<file path="src/rtl/intc_pkg.sv">
package intc_pkg;
  localparam int PER_N = 8;
  localparam int CORE_N = 3;

  typedef enum logic [1:0] {
    SEL_CTRL = 2'd0,
    SEL_PEN  = 2'd1,
    SEL_PFLG = 2'd2,
    SEL_STAT = 2'd3
  } regSel_e;

  typedef struct packed {
    logic push;
    logic pop;
    logic gieClr;
    logic gieSet;
  } ctlStrb_t;
endpackage

</file>
<file path="src/rtl/intc_datapath.sv">
module intc_datapath
  import intc_pkg::*;
#(
  parameter int PORT_W = 4,
  parameter int AW = 13,
  parameter int DEPTH = 8
) (
  input  logic              clk,
  input  logic              rstN,
  input  logic              tmrOvf,
  input  logic              extPin,
  input  logic [PORT_W-1:0] portIn,
  input  logic [PER_N-1:0]  perEvt,
  input  logic              regWe,
  input  logic [1:0]        regSel,
  input  logic [7:0]        regWdata,
  input  ctlStrb_t          strb,
  input  logic [AW-1:0]     retAddr,
  output logic [7:0]        regRdata,
  output logic              gie,
  output logic              grpEn,
  output logic [CORE_N-1:0] coreEn,
  output logic [CORE_N-1:0] coreFlag,
  output logic [PER_N-1:0]  perEn,
  output logic [PER_N-1:0]  perFlag,
  output logic [AW-1:0]     resumeAddr
);
  localparam int PW = $clog2(DEPTH);

  logic              extQ;
  logic [PORT_W-1:0] portQ;
  logic [CORE_N-1:0] coreEvt;
  logic              wrCtrl, wrPen, wrPflg;
  logic [AW-1:0]     stk [DEPTH];
  logic [PW:0]       sp;
  logic              ovf;
  logic              full;
  logic [PW-1:0]     topIdx;

  assign wrCtrl = regWe && (regSel_e'(regSel) == SEL_CTRL);
  assign wrPen  = regWe && (regSel_e'(regSel) == SEL_PEN);
  assign wrPflg = regWe && (regSel_e'(regSel) == SEL_PFLG);

  assign coreEvt = {(portIn != portQ), (extPin && !extQ), tmrOvf};

  always_ff @(posedge clk or negedge rstN) begin
    if (!rstN) begin
      extQ  <= 1'b0;
      portQ <= '0;
    end else begin
      extQ  <= extPin;
      portQ <= portIn;
    end
  end

  always_ff @(posedge clk or negedge rstN) begin
    if (!rstN) begin
      gie      <= 1'b0;
      grpEn    <= 1'b0;
      coreEn   <= '0;
      coreFlag <= '0;
      perEn    <= '0;
    end else begin
      if (strb.gieSet)      gie <= 1'b1;
      else if (strb.gieClr) gie <= 1'b0;
      else if (wrCtrl)      gie <= regWdata[0];
      if (wrCtrl) begin
        grpEn  <= regWdata[1];
        coreEn <= regWdata[4:2];
      end
      coreFlag <= (wrCtrl ? regWdata[7:5] : coreFlag) | coreEvt;
      if (wrPen) perEn <= regWdata;
    end
  end

  for (genvar b = 0; b < PER_N; b++) begin : g_perFlag
    always_ff @(posedge clk or negedge rstN) begin
      if (!rstN)           perFlag[b] <= 1'b0;
      else if (perEvt[b])  perFlag[b] <= 1'b1;
      else if (wrPflg)     perFlag[b] <= regWdata[b];
    end
  end

  assign full   = (sp == (PW+1)'(DEPTH));
  assign topIdx = PW'(sp - 1'b1);

  always_ff @(posedge clk or negedge rstN) begin
    if (!rstN) begin
      sp  <= '0;
      ovf <= 1'b0;
      for (int i = 0; i < DEPTH; i++) stk[i] <= '0;
    end else if (strb.pop) begin
      if (sp != '0) sp <= sp - 1'b1;
    end else if (strb.push) begin
      if (full) ovf <= 1'b1;
      else begin
        stk[PW'(sp)] <= retAddr;
        sp           <= sp + 1'b1;
      end
    end
  end

  assign resumeAddr = (sp == '0) ? '0 : stk[topIdx];

  always_comb begin
    unique case (regSel_e'(regSel))
      SEL_CTRL: regRdata = {coreFlag, coreEn, grpEn, gie};
      SEL_PEN:  regRdata = perEn;
      SEL_PFLG: regRdata = perFlag;
      SEL_STAT: regRdata = 8'({sp, ovf});
      default:  regRdata = '0;
    endcase
  end
endmodule

</file>
<file path="src/rtl/intc_control.sv">
module intc_control
  import intc_pkg::*;
(
  input  logic              gie,
  input  logic              grpEn,
  input  logic [CORE_N-1:0] coreEn,
  input  logic [CORE_N-1:0] coreFlag,
  input  logic [PER_N-1:0]  perEn,
  input  logic [PER_N-1:0]  perFlag,
  input  logic              instrDone,
  input  logic              retStb,
  output logic              irqReq,
  output logic              vecTaken,
  output ctlStrb_t          strb
);
  logic coreHit, perHit;

  assign coreHit  = |(coreEn & coreFlag);
  assign perHit   = grpEn && |(perEn & perFlag);
  assign irqReq   = gie && (coreHit || perHit);
  assign vecTaken = irqReq && instrDone && !retStb;

  always_comb begin
    strb        = '0;
    strb.push   = vecTaken;
    strb.gieClr = vecTaken;
    strb.pop    = retStb;
    strb.gieSet = retStb;
  end
endmodule

</file>
<file path="src/rtl/intc_top.sv">
module intc_top
  import intc_pkg::*;
#(
  parameter int PORT_W = 4,
  parameter int ADDR_W = 13,
  parameter int STACK_D = 8,
  parameter logic [ADDR_W-1:0] VECTOR = 13'h0004
) (
  input  logic              clk,
  input  logic              rstN,
  input  logic              tmrOvf,
  input  logic              extPin,
  input  logic [PORT_W-1:0] portIn,
  input  logic [7:0]        perEvt,
  input  logic              regWe,
  input  logic [1:0]        regSel,
  input  logic [7:0]        regWdata,
  output logic [7:0]        regRdata,
  input  logic              instrDone,
  input  logic [ADDR_W-1:0] retAddr,
  input  logic              retStb,
  output logic              irqReq,
  output logic              vecTaken,
  output logic [ADDR_W-1:0] vecAddr,
  output logic [ADDR_W-1:0] resumeAddr
);
  ctlStrb_t          strb;
  logic              gie, grpEn;
  logic [CORE_N-1:0] coreEn, coreFlag;
  logic [PER_N-1:0]  perEn, perFlag;

  intc_datapath #(.PORT_W(PORT_W), .AW(ADDR_W), .DEPTH(STACK_D)) u_dp (
    .clk(clk), .rstN(rstN), .tmrOvf(tmrOvf), .extPin(extPin), .portIn(portIn),
    .perEvt(perEvt), .regWe(regWe), .regSel(regSel), .regWdata(regWdata),
    .strb(strb), .retAddr(retAddr), .regRdata(regRdata), .gie(gie),
    .grpEn(grpEn), .coreEn(coreEn), .coreFlag(coreFlag), .perEn(perEn),
    .perFlag(perFlag), .resumeAddr(resumeAddr)
  );

  intc_control u_ctl (
    .gie(gie), .grpEn(grpEn), .coreEn(coreEn), .coreFlag(coreFlag),
    .perEn(perEn), .perFlag(perFlag), .instrDone(instrDone), .retStb(retStb),
    .irqReq(irqReq), .vecTaken(vecTaken), .strb(strb)
  );

  assign vecAddr = VECTOR;
endmodule

</file>
<file path="config.mk">
export PLATFORM = sky130hd
export DESIGN_NAME = intc_top
export DESIGN_NICKNAME = d
export VERILOG_FILES = /design/src/rtl/intc_pkg.sv /design/src/rtl/intc_datapath.sv /design/src/rtl/intc_control.sv /design/src/rtl/intc_top.sv
export SDC_FILE = /design/constraint.sdc
export NUM_CORES = 1
export LEC_CHECK = 0
export BUFFER_PORTS_ARGS = -buffer_cell sky130_fd_sc_hd__buf_2
export CORE_MARGIN = 3
export CORE_UTILIZATION = 53
export CTS_CLUSTER_DIAMETER = 150
export DETAILED_ROUTE_END_ITERATION = 8
export GPL_TIMING_DRIVEN = 0
export PLACE_DENSITY = 0.76
export SETUP_SLACK_MARGIN = 0.5
export SLEW_MARGIN = 20
export SYNTH_ARGS = -nofsm -noshare
export SYNTH_HDL_FRONTEND = slang
export SYNTH_SLANG_ARGS = --single-unit
</file>
<file path="constraint.sdc">
create_clock -name clk -period 2.7 [get_ports clk]
set_input_delay 0.54 -clock clk [delete_from_list [all_inputs] [get_ports clk]]
set_output_delay 0.54 -clock clk [all_outputs]
set_load 0.01 [all_outputs]
</file>
# Yosys cells after proc, flatten, opt, wreduce, memory -nomap -nowiden
# Index checks and enable logic that the tools add are counted.
# op_classes
bitwise_logic	7
n_eq_ne	7
addsub	2
n_mux	32
n_reduce_logical	30
magnitude_cmp	3
# op_table
op	n
bitwise mux 104 bit	1
2-to-1 mux 13 bit	4
binary-select mux 13 bit (select 3 bit)	1
demux 13 bit (select 3 bit)	1
case mux 8 bit (4 select lines)	1
2-to-1 mux 1 bit	19
nonzero test 2 bit	9
2-to-1 mux 4 bit	4
logical AND 1 bit	9
AND reduction 3 bit	3
AND 8 bit	1
greater-or-equal comparator 4 bit (second input constant)	2
NOT 3 -> 4 bit	2
OR reduction 8 bit	1
adder 4 x 1 -> 4 bit (second input constant)	1
== test 2 bit (second input constant)	2
== test 4 bit (second input constant)	1
zero test 4 bit	1
< comparator 4 x 1 -> 1 bit (second input constant)	1
inequality test 4 bit	1
nonzero test 4 bit	1
subtractor 4 x 1 -> 4 bit (second input constant)	1
AND 3 bit	1
2-to-1 mux 3 bit	1
10 further kinds	12
# word_totals
out_inout_bits	36
word_cells	106
reg_bits	138
input_bits	42

# Logic depth before layout (Yosys ltp)
# Gate-level depths: netlist of the first run.
# depth
depth_word	9
mapped_depth	10

# Hierarchy
# A second synthesis of the first run with hierarchy kept.
# unflattened
hier_cells	483
area_unflattened_um2	6771.5
# modules_own_cells
mod	seq_area_each_um2	area_each_um2	cells_each	instances
intc_datapath	3453.3	6551.3	452	1
intc_control	0.0	115.1	16	1
intc_top	0.0	105.1	15	1

# Least setup slack after synthesis of the first run
# No wires, ideal clock.
# synth_timing
path_type	reg-to-output
from	reg u_dp.sp[1]
to	out resumeAddr[10]
arrival_ps	2157
setup_slack_ps	3
stages_incl_launch_ff	9
cell_sequence	dfrtp_1 -> clkbuf_2 -> inv_1 -> ha_1 -> buf_2 -> clkbuf_1 -> mux4_2 -> a221oi_1 -> a31oi_1
# synth_between
elab_chain_len	6
elab_cells_between_ends	7
# synth_lines
element	line_no	text
start: declaration	intc_datapath.sv:35	logic [PW:0] sp;
start signal: assignment	intc_datapath.sv:93	if (sp != '0) sp <= sp - 1'b1;
start signal: assignment	intc_datapath.sv:98	sp <= sp + 1'b1;
subtractor 4 x 1 -> 4 bit	intc_datapath.sv:85	assign topIdx = PW'(sp - 1'b1);
NOT 3 -> 4 bit (implied by the code)	intc_datapath.sv:103	assign resumeAddr = (sp == '0) ? '0 : stk[topIdx];
binary-select mux 13 bit (select 3 bit)	intc_datapath.sv:103	
2-to-1 mux 13 bit (implied by the code) (2 in a row)	intc_datapath.sv:103	
2-to-1 mux 13 bit (*)	intc_datapath.sv:103	
end: declaration	intc_top.sv:25	output logic [ADDR_W-1:0] resumeAddr
# Mark *: on every way between the ends. The rest lies on a longest branch, timed or not. The select of a mux whose other input is x is not followed.

# Worst setup path in the final report of the first run
# layout_timing
from	reg u_dp.sp[1]
to	out resumeAddr[0]
# The elaborated chain is that of the path after synthesis.

==> flow_summary.json, run 1 <==
{
  "io_buffers": 64,
  "r2r-end": "u_dp.stk[99]",
  "grt_overflow_total": 0,
  "synthFlopType": "dfrtp_1",
  "crit_path_max_fanout": 8,
  "ys_ff_latch": 138,
  "dr.pass1.iters": 5,
  "setup_slack_ns": -0.279,
  "dp_hpwl_um": 10700,
  "stdcell_area_mm2": 0.00905,
  "hold_violations": 0,
  "p_seq_share_pct": 31.1,
  "clk_path_buf_depth": 2,
  "grt_pass1_vias": 4885,
  "arrival_ns": 2.44,
  "viasPerCell": 5.82,
  "avgSynthCellArea_um2": 14.6,
  "cts.sinks": 138,
  "clockPowerShare_pct": 19.1,
  "status": "finished with violations",
  "wl_per_cell_um": 22.1,
  "skew_ns": 0.00501,
  "end_kind": "output pin",
  "rrSetupSlack_ns": 0.32,
  "synth_top_area_share_pct": 48.0,
  "switching_share_pct": 33.9,
  "period_share_pct": 110,
  "clk_pin_slew_ns": 0.05,
  "n_fill_cell": 830,
  "clockRootBuffer": "clkbuf_16",
  "pre_cts_ws_ns": -0.00420,
  "row_count": 41,
  "worstSetupStartpointType": "register",
  "vias": 4699,
  "power_mw": 11.0,
  "ir_worst_vdd_mv": 0.804,
  "grt_pass1_wl_um": 26700,
  "routed_wirelength_um": 17900,
  "hold_buffers": 0,
  "grt_setup_unrepaired": "true",
  "die_width_um": 123,
  "clk_latency_ns": 0.42,
  "crit_path_start": "u_dp.sp[1]",
  "ys_warn_count": 0,
  "antenna_found_initial": 0,
  "io_pins": 78,
  "seq_area_frac_synth_pct": 48.0,
  "finish.utilization_pct": 70.0,
  "layout.cells.non_filler": 807,
  "p_per_area_mw_per_mm2": 1210,
  "cts_tree": "yes",
  "netlist_top_cells_count": "dfrtp_1, mux2_4, nand2_1",
  "maxSlewViolCount": 0,
  "max_freq_mhz": 336,
  "start_util_pct": 55.7,
  "r2r-start": "u_dp.sp[1]",
  "yosys.area.top_type": "dfrtp_1",
  "synth_edf_count": 0,
  "synthCells": 492,
  "dp.cells": 740,
  "cts-buffers-inserted": 17,
  "post-synth-top-count-cell": "dfrtp_1",
  "hp-class": "in -> async",
  "syn_area_mm2": 0.00720,
  "p_comb_share_pct": 49.8,
  "synth_area_leaders": "dfrtp_1, mux2_4, mux4_2, mux2_2, nand2_1",
  "setup_viol": 13,
  "routabilityCongestion": 0.828,
  "drive_gt1_share_pct": 55.3,
  "coreArea_mm2": 0.0129,
  "cp.required_ns": 2.16,
  "synthArstFlopShare_pct": 100,
  "multi_input_area_mm2": 0.00359,
  "critPathKind": "reg -> out",
  "leakage_nw": 4.12,
  "grt_start_max_net_pins": 71,
  "syn_to_final_growth_pct": 25.7,
  "synth_cell_types": 48,
  "internal_power_mw": 7.26,
  "max_slew_margin_pct": 45.3,
  "fin_nets": 668,
  "drtAntennaViolNets": 0,
  "violations": "negative setup slack",
  "reg2regPathDepth": 12,
  "drt_iter0_markers": 365,
  "dieArea_mm2": 0.0150,
  "tightest_slew_ns": 0.821,
  "cts.htree.levels": 4,
  "fin_crit_ns": 2.98,
  "placed_cell_area_mm2": 0.00793,
  "die_y_um": 123,
  "antenna_cells": 0,
  "cap_violations": 0,
  "regArea_mm2": 0.00345,
  "power_switching_mw": 3.72,
  "drc": 0,
  "grt_usage_pct": 23.8
}
==> worst max-delay path by stage <==
stage                endpoint  slack [ns]
5_1_grt         resumeAddr[3]       -0.38
3_3_place_gp     u_dp.stk[26]       -0.69
3_5_place_dp   resumeAddr[11]      -0.004
6_report        resumeAddr[0]       -0.28
4_1_cts        resumeAddr[11]       -0.27
2_1_floorplan  resumeAddr[10]        0.45
==> sequential cells by signal, indices dropped and copies added (netlist names) <==
signal,flops
u_dp.stk,104
u_dp.perEn,8
u_dp.perFlag,8
u_dp.portQ,4
u_dp.sp,4
u_dp.coreEn,3
u_dp.coreFlag,3
u_dp.extQ,1
u_dp.gie,1
u_dp.grpEn,1
u_dp.ovf,1
==> logic make-up (layout without fill, tap and decap cells) <==
logic type | after synthesis | after routing | share of synthesized area (%)
AOI/OAI and AO/OA | 49 | 49 | 5.80
xor gates and xnor gates | 7 | 7 | 0.852
adders and majority gates | 2 | 2 | 0.348
buffers and inverters | 49 | 181 | 5.02
DFF | 138 | 138 | 48.0
muxes | 153 | 153 | 32.9
other | 2 | 13 | 0.104
and+or+nand+nor | 92 | 92 | 7.02
==> through the flow <==
stage	TNS (ns)	hold WS, ns
2_1_floorplan	0	0.244
5_1_grt	-4.46	0.112
4_1_cts	-3.08	0.0870
3_5_place_dp	-0.00610	0.423
3_3_place_gp	-94.43	0.411
6_report	-3.18	0.0742
==> timing repair <==
item / in CTS / in global routing
resized for setup: 26 / 51
gates cloned: 1 / 2
buffers inserted: 19 / 15
pin swaps: 9 / 14
setup endpoints to repair: 62 / 71
==> placed cells by master, fill, tap and decap left out, types with 9 or more instances in the layout <==
master / n
a221oi_2: 13
buf_4: 38
mux4_2: 31
conb_1: 13
a31oi_1: 13
nand2_1: 53
nand3b_1: 9
clkbuf_16: 22
dfrtp_1: 138
mux2_4: 92
buf_2: 61
buf_6: 15
mux2_2: 23
==> final cells by class <==
cell class	instances	share of cell area (%)
multi-input combinational	316	39.7
sequential	138	38.2
timing repair buffer	102	8.28
clock buffer	28	5.71
buffer	42	5.31
tap	172	2.38
inverter	7	0.401
clock inverter	2	0.111
==> power by group through the flow <==
stage | Sequential, mW | Combinational, mW | Clock, mW
5_1_grt | 3.51 | 5.77 | 2.21
6_report | 3.42 | 5.46 | 2.09
4_1_cts | 3.37 | 5.01 | 2.12
3_3_place_gp | 3.32 | 4.44 | 0
3_5_place_dp | 3.38 | 4.55 | 0
2_1_floorplan | 3.22 | 3.51 | 0
==> critical path, stage by stage, from the launching register on <==
cell and delay (ns):
dfrtp_1 0.39, clkbuf_8 0.16, inv_6 0.05, ha_4 0.20
buf_12 0.14, clkbuf_16 0.16, mux4_2 0.32, a221oi_2 0.30
a31oi_2 0.09, buf_2 0.21
==> routing by layer <==
metal	GRT usage [%]	up-vias	wire (um)
li1	-	2046	-
met1	32.7	2473	7810
met2	36.7	148	8840
met3	6.18	32	916
met4	9.17	0	297
met5	0	-	0
No activity file was read; power rests on OpenSTA's default activity.
==> run 2, diff against run 1 <==
==> constraint.sdc (replaced) <==
create_clock -name clk -period 2.45 [get_ports clk]
set_input_delay 0.49 -clock clk [delete_from_list [all_inputs] [get_ports clk]]
set_output_delay 0.49 -clock clk [all_outputs]
set_load 0.01 [all_outputs]
==> flow_summary.json, run 2 (synthesized netlist as in run 1, its figures left out) <==
{
  "largest_register_ffs": 104,
  "cts.sinks": 138,
  "status": "finished with violations",
  "grt_usage_pct": 26.6,
  "maxSlewViolCount": 0,
  "routabilityCongestion": 0.849,
  "rrSetupSlack_ns": 0.12,
  "max_slew_margin_pct": 44.2,
  "clk_latency_ns": 0.43,
  "clk_pin_slew_ns": 0.06,
  "reg_top3": "u_dp.stk (104), u_dp.perEn (8), u_dp.perFlag (8)",
  "drive_gt1_share_pct": 58.5,
  "critPathKind": "reg -> out",
  "crit_path_start": "u_dp.sp[1]",
  "cts-buffers-inserted": 17,
  "crit_path_max_fanout": 5,
  "p_seq_share_pct": 29.7,
  "worstSetupStartpointType": "register",
  "n_fill_cell": 750,
  "clockRootBuffer": "clkbuf_16",
  "antenna_cells": 0,
  "violations": "negative setup slack",
  "syn_to_final_growth_pct": 35.1,
  "setup_viol": 14,
  "row_count": 41,
  "skew_ns": 0.00717,
  "drt_iter0_markers": 492,
  "grt_start_max_net_pins": 86,
  "crit_buf_inv": 6,
  "critical_path.top_delay_family": "buffers and inverters",
  "ir_worst_vdd_mv": 1.02,
  "totalNegativeSetupSlack_ns": -5.84,
  "clockPowerShare_pct": 19.1,
  "fin_nets": 701,
  "cap_violations": 0,
  "cts_tree": "yes",
  "slowest_stage": "dfrtp_1",
  "regArea_mm2": 0.00345,
  "power_switching_mw": 4.39,
  "antenna_found_initial": 0,
  "vias": 5003,
  "die_y_um": 123,
  "routed_wirelength_um": 20200,
  "period_share_pct": 121,
  "top_register": "u_dp.stk",
  "cts.htree.levels": 4,
  "drtAntennaViolNets": 0,
  "io_buffers": 64,
  "holdWs_ns": 0.190,
  "max_freq_mhz": 336,
  "hp-class": "in -> reg",
  "multi_input_area_mm2": 0.00368,
  "final_cell_mix": "dfrtp_1, mux2_4, buf_2",
  "viasPerCell": 5.96,
  "slowest_delay_ns": 0.38,
  "hold_start": "extPin",
  "leakage_nw": 4.42,
  "crit_chain": "clkbuf_8 > inv_6 > ha_4 > buf_12 > clkbuf_16 > mux4_2 > buf_4 > nand2_1 > a31oi_1 > buf_2",
  "die_width_um": 123,
  "drc": 0,
  "clk_path_buf_depth": 2,
  "coreArea_mm2": 0.0129,
  "grt_pass1_wl_um": 29100,
  "p_per_area_mw_per_mm2": 1330,
  "dr.pass1.iters": 5,
  "wl_per_cell_um": 24.1,
  "grt_overflow_total": 0,
  "grt_setup_unrepaired": "true",
  "arrival_ns": 2.48,
  "internal_power_mw": 8.52,
  "layout_commonest_cell": "dfrtp_1",
  "r2r-start": "u_dp.sp[1]",
  "switching_share_pct": 34.0,
  "dieArea_mm2": 0.0150,
  "tightest_slew_ns": 0.837,
  "end_kind": "output pin",
  "io_pins": 78,
  "fin_crit_ns": 2.97,
  "hold_violations": 0,
  "cp.required_ns": 1.96,
  "setup_slack_ns": -0.522,
  "p_comb_share_pct": 51.2,
  "start_util_pct": 55.7,
  "dp_hpwl_um": 11100,
  "grt_pass1_vias": 5256
}
## run 2: changes by cell type in the layout (fill, tap and decap cells not counted), sizes merged
| cell | previous run | this run |
|---|---|---|
| dlygate4sd3 | 0 | 1 |
| bufinv | 0 | 1 |
| buf | 129 | 160 |
| clkinvlp | 0 | 1 |
| inv | 7 | 6 |
| clkinv | 2 | 0 |
| clkbuf | 43 | 45 |
## run 2: layer usage
layer | GRT usage [%] | share of wire (%)
met1 | 34.3 | 40
met2 | 41.7 | 50
met3 | 7.33 | 6.7
met4 | 13.3 | 3.3
met5 | 0 | 0
## run 2: what timing repair did
action / in CTS / in global routing
pin swaps: 17 / 14
buffers inserted: 34 / 27
setup endpoints to repair: 83 / 119
endpoints found under the hold margin: 53 / 0
resized for setup: 70 / 50
cloned: 7 / 1
hold buffers: 1 / 0
## run 2: through the flow
stage | instance area (um2) | total power, mW | util (%) | cells | worst slack (ns)
finish | 9730 | 12.9 | 75.2 | 840 | -0.522
global route | 9730 | 13.4 | 75.2 | 840 | -0.558
CTS | 9290 | 12.3 | 71.9 | 812 | -0.489
detailed placement | 7960 | 8.81 | 61.5 | 740 | -0.167
global placement | 7920 | 8.62 | 61.3 | 739 | -0.925
floorplan | 7380 | 7.46 | - | 503 | 0.251
## run 2: worst paths after layout
check | endpoint | cells past startpoint
worst min-delay path | u_dp.extQ | 1
worst max register to register | u_dp.stk[69] | 12
min in group asynchronous | u_dp.stk[9] | 2
worst max-delay path | resumeAddr[0] | 10
max in group asynchronous | u_dp.stk[16] | 3
worst min register to register | u_dp.coreFlag[1] | 1
## run 2: cell type report
cell class	count	area share, %
Multi-Input combinational cell	316	37.8
Sequential cell	138	35.5
Timing Repair Buffer	135	13.0
Clock buffer	29	5.45
Buffer	42	5.29
Tap cell	172	2.21
Inverter	7	0.386
Clock inverter	1	0.309
## run 2: power by group through the flow
stage	logic [mW]	clock network, mW	registers [mW]
finish	6.61	2.47	3.83
global route	6.94	2.58	3.90
CTS	6.03	2.48	3.76
detailed placement	5.06	0	3.75
global placement	4.96	0	3.66
floorplan	3.90	0	3.55
==> run 3, diff against run 2 <==
--- a/config.mk
+++ b/config.mk
@@ -6,6 +6,7 @@
 export NUM_CORES = 1
 export LEC_CHECK = 0
 export BUFFER_PORTS_ARGS = -buffer_cell sky130_fd_sc_hd__buf_2
+export CORE_ASPECT_RATIO = 0.7
 export CORE_MARGIN = 3
 export CORE_UTILIZATION = 53
 export CTS_CLUSTER_DIAMETER = 150
==> flow_summary.json, run 3 (synthesized netlist as in run 1, its figures left out) <==
{
  "io_buffers": 64,
  "cp.required_ns": 1.96,
  "critPathKind": "reg -> out",
  "syn_to_final_growth_pct": 34.5,
  "grt_usage_pct": 26.1,
  "grt_pass1_vias": 5249,
  "die_width_um": 145,
  "clockRootBuffer": "clkbuf_16",
  "die_y_um": 104,
  "cts-buffers-inserted": 17,
  "wl_per_cell_um": 25.3,
  "routed_wirelength_um": 21300,
  "clk_latency_ns": 0.42,
  "crit_path_max_fanout": 8,
  "hp-class": "in -> async",
  "finish.utilization_pct": 75.4,
  "slowest_delay_ns": 0.40,
  "antenna_cells": 0,
  "clk_path_buf_depth": 2,
  "p_per_area_mw_per_mm2": 1380,
  "grt_overflow_total": 0,
  "period_share_pct": 124,
  "final_cell_mix": "dfrtp_1, mux2_4, buf_2",
  "rrSetupSlack_ns": 0.08,
  "r2r-end": "u_dp.stk[102]",
  "totalNegativeSetupSlack_ns": -6.67,
  "top_register": "u_dp.stk",
  "arrival_ns": 2.55,
  "drc": 0,
  "vias": 5211,
  "grt_start_max_net_pins": 85,
  "cap_violations": 0,
  "ir_worst_vdd_mv": 0.903,
  "pre_cts_ws_ns": -0.222,
  "placed_cell_area_mm2": 0.00797,
  "fin_nets": 692,
  "setup_viol": 14,
  "cts.sinks": 138,
  "clk_pin_slew_ns": 0.06,
  "r2r-start": "u_dp.sp[0]",
  "reg2regPathDepth": 11,
  "start_util_pct": 56.0,
  "stdcell_area_mm2": 0.00968,
  "antenna_found_initial": 0,
  "cts.htree.levels": 4,
  "skew_ns": 0.00809,
  "dp_hpwl_um": 11500,
  "drtAntennaViolNets": 0,
  "row_count": 34,
  "grt_setup_unrepaired": "true",
  "status": "finished with violations",
  "coreArea_mm2": 0.0128,
  "crit_chain": "buf_6 > inv_4 > ha_4 > buf_12 > buf_12 > mux4_2 > a221oi_2 > a31oi_2 > buf_2",
  "reg_top3": "u_dp.stk (104), u_dp.perEn (8), u_dp.perFlag (8)",
  "max_slew_margin_pct": 39.1,
  "hold_buffers": 0,
  "slowest_stage": "dfrtp_1",
  "worstSetupStartpointType": "register",
  "drt_iter0_markers": 458,
  "largest_register_ffs": 104,
  "routabilityCongestion": 0.833,
  "dr.pass1.iters": 5,
  "layout_commonest_cell": "dfrtp_1",
  "crit_top_cell": "buf_12",
  "multi_input_area_mm2": 0.00372,
  "n_fill_cell": 725,
  "tightest_slew_ns": 0.913,
  "end_kind": "output pin",
  "hold_violations": 23,
  "maxSlewViolCount": 0,
  "drive_gt1_share_pct": 59.1,
  "viasPerCell": 6.20,
  "regArea_mm2": 0.00346,
  "violations": "negative hold slack, negative setup slack",
  "dieArea_mm2": 0.0150,
  "holdWs_ns": -0.0213,
  "setup_slack_ns": -0.593,
  "fin_crit_ns": 3.04,
  "max_freq_mhz": 329,
  "leakage_nw": 4.39,
  "cts_tree": "yes",
  "grt_pass1_wl_um": 30400,
  "io_pins": 78
}
[run 3: changes by cell type in the layout (fill, tap and decap cells not counted), moves of 3 or more]
cell        before  now
a31oi_1         14   11
buf_12          18   14
buf_16           6    3
bufinv_16        1    5
clkbuf_1         9    4
clkbuf_8         9    4
clkinvlp_4       1    4
[run 3: how the worst max path moves through the flow]
stage	startpoint	to	slack [ns]	depth (start not counted)
6_report	u_dp.sp[0]	resumeAddr[12]	-0.59	9
3_5_place_dp	u_dp.sp[0]	resumeAddr[0]	-0.22	9
3_3_place_gp	rstN	u_dp.portQ[2]	-0.91	1
5_1_grt	u_dp.sp[0]	resumeAddr[11]	-0.61	9
2_1_floorplan	u_dp.sp[1]	resumeAddr[10]	0.25	8
4_1_cts	u_dp.sp[0]	resumeAddr[11]	-0.48	9
[run 3: worst max-delay path, delay by kind of cell, from the launching register on]
family	cells	cell delay, ns
AOI/OAI and AO/OA	2	0.45
adders and majority gates	1	0.21
buffers and inverters	5	0.73
DFF	1	0.40
muxes	1	0.35
[run 3: layout make-up]
type                    count  share of cell area, %
plain buffers              42                   5.23
clock buffers              20                   4.72
clock inverters            11                   2.00
inverters                   7                  0.336
multi-input cells         316                   38.4
flip-flops and latches    138                   35.7
well taps                 180                   2.33
repair buffers            126                   11.3
[run 3: where the power goes]
group	switching, mW	internal, mW
registers	0.636	3.20
logic	2.98	3.70
clock network	1.01	1.85
total	4.62	8.76
[run 3: metrics by stage]
| stage | cells | power (mW) | hold WS (ns) |
|---|---|---|---|
| after floorplan | 503 | 7.46 | 0.194 |
| final | 840 | 13.4 | -0.0213 |
| after detailed placement | 748 | 8.86 | 0.430 |
| after global routing | 840 | 13.8 | 0.0141 |
| after CTS | 819 | 12.5 | 0.000882 |
| after global placement | 747 | 8.63 | 0.402 |
[run 3: routing by layer]
layer,vias up,track usage [%],wire (um)
met5,-,0,0
met4,0,7.99,723
met3,76,5.81,1670
met2,328,39.8,10000
met1,2701,37.7,8850
li1,2106,-,-
[run 3: timing repair]
action                                  in CTS  in global routing
setup buffers                               37                 20
pin swaps                                   17                 13
endpoints found under the setup margin     108                125
resized for setup                           74                 41
cloned                                       3                  1
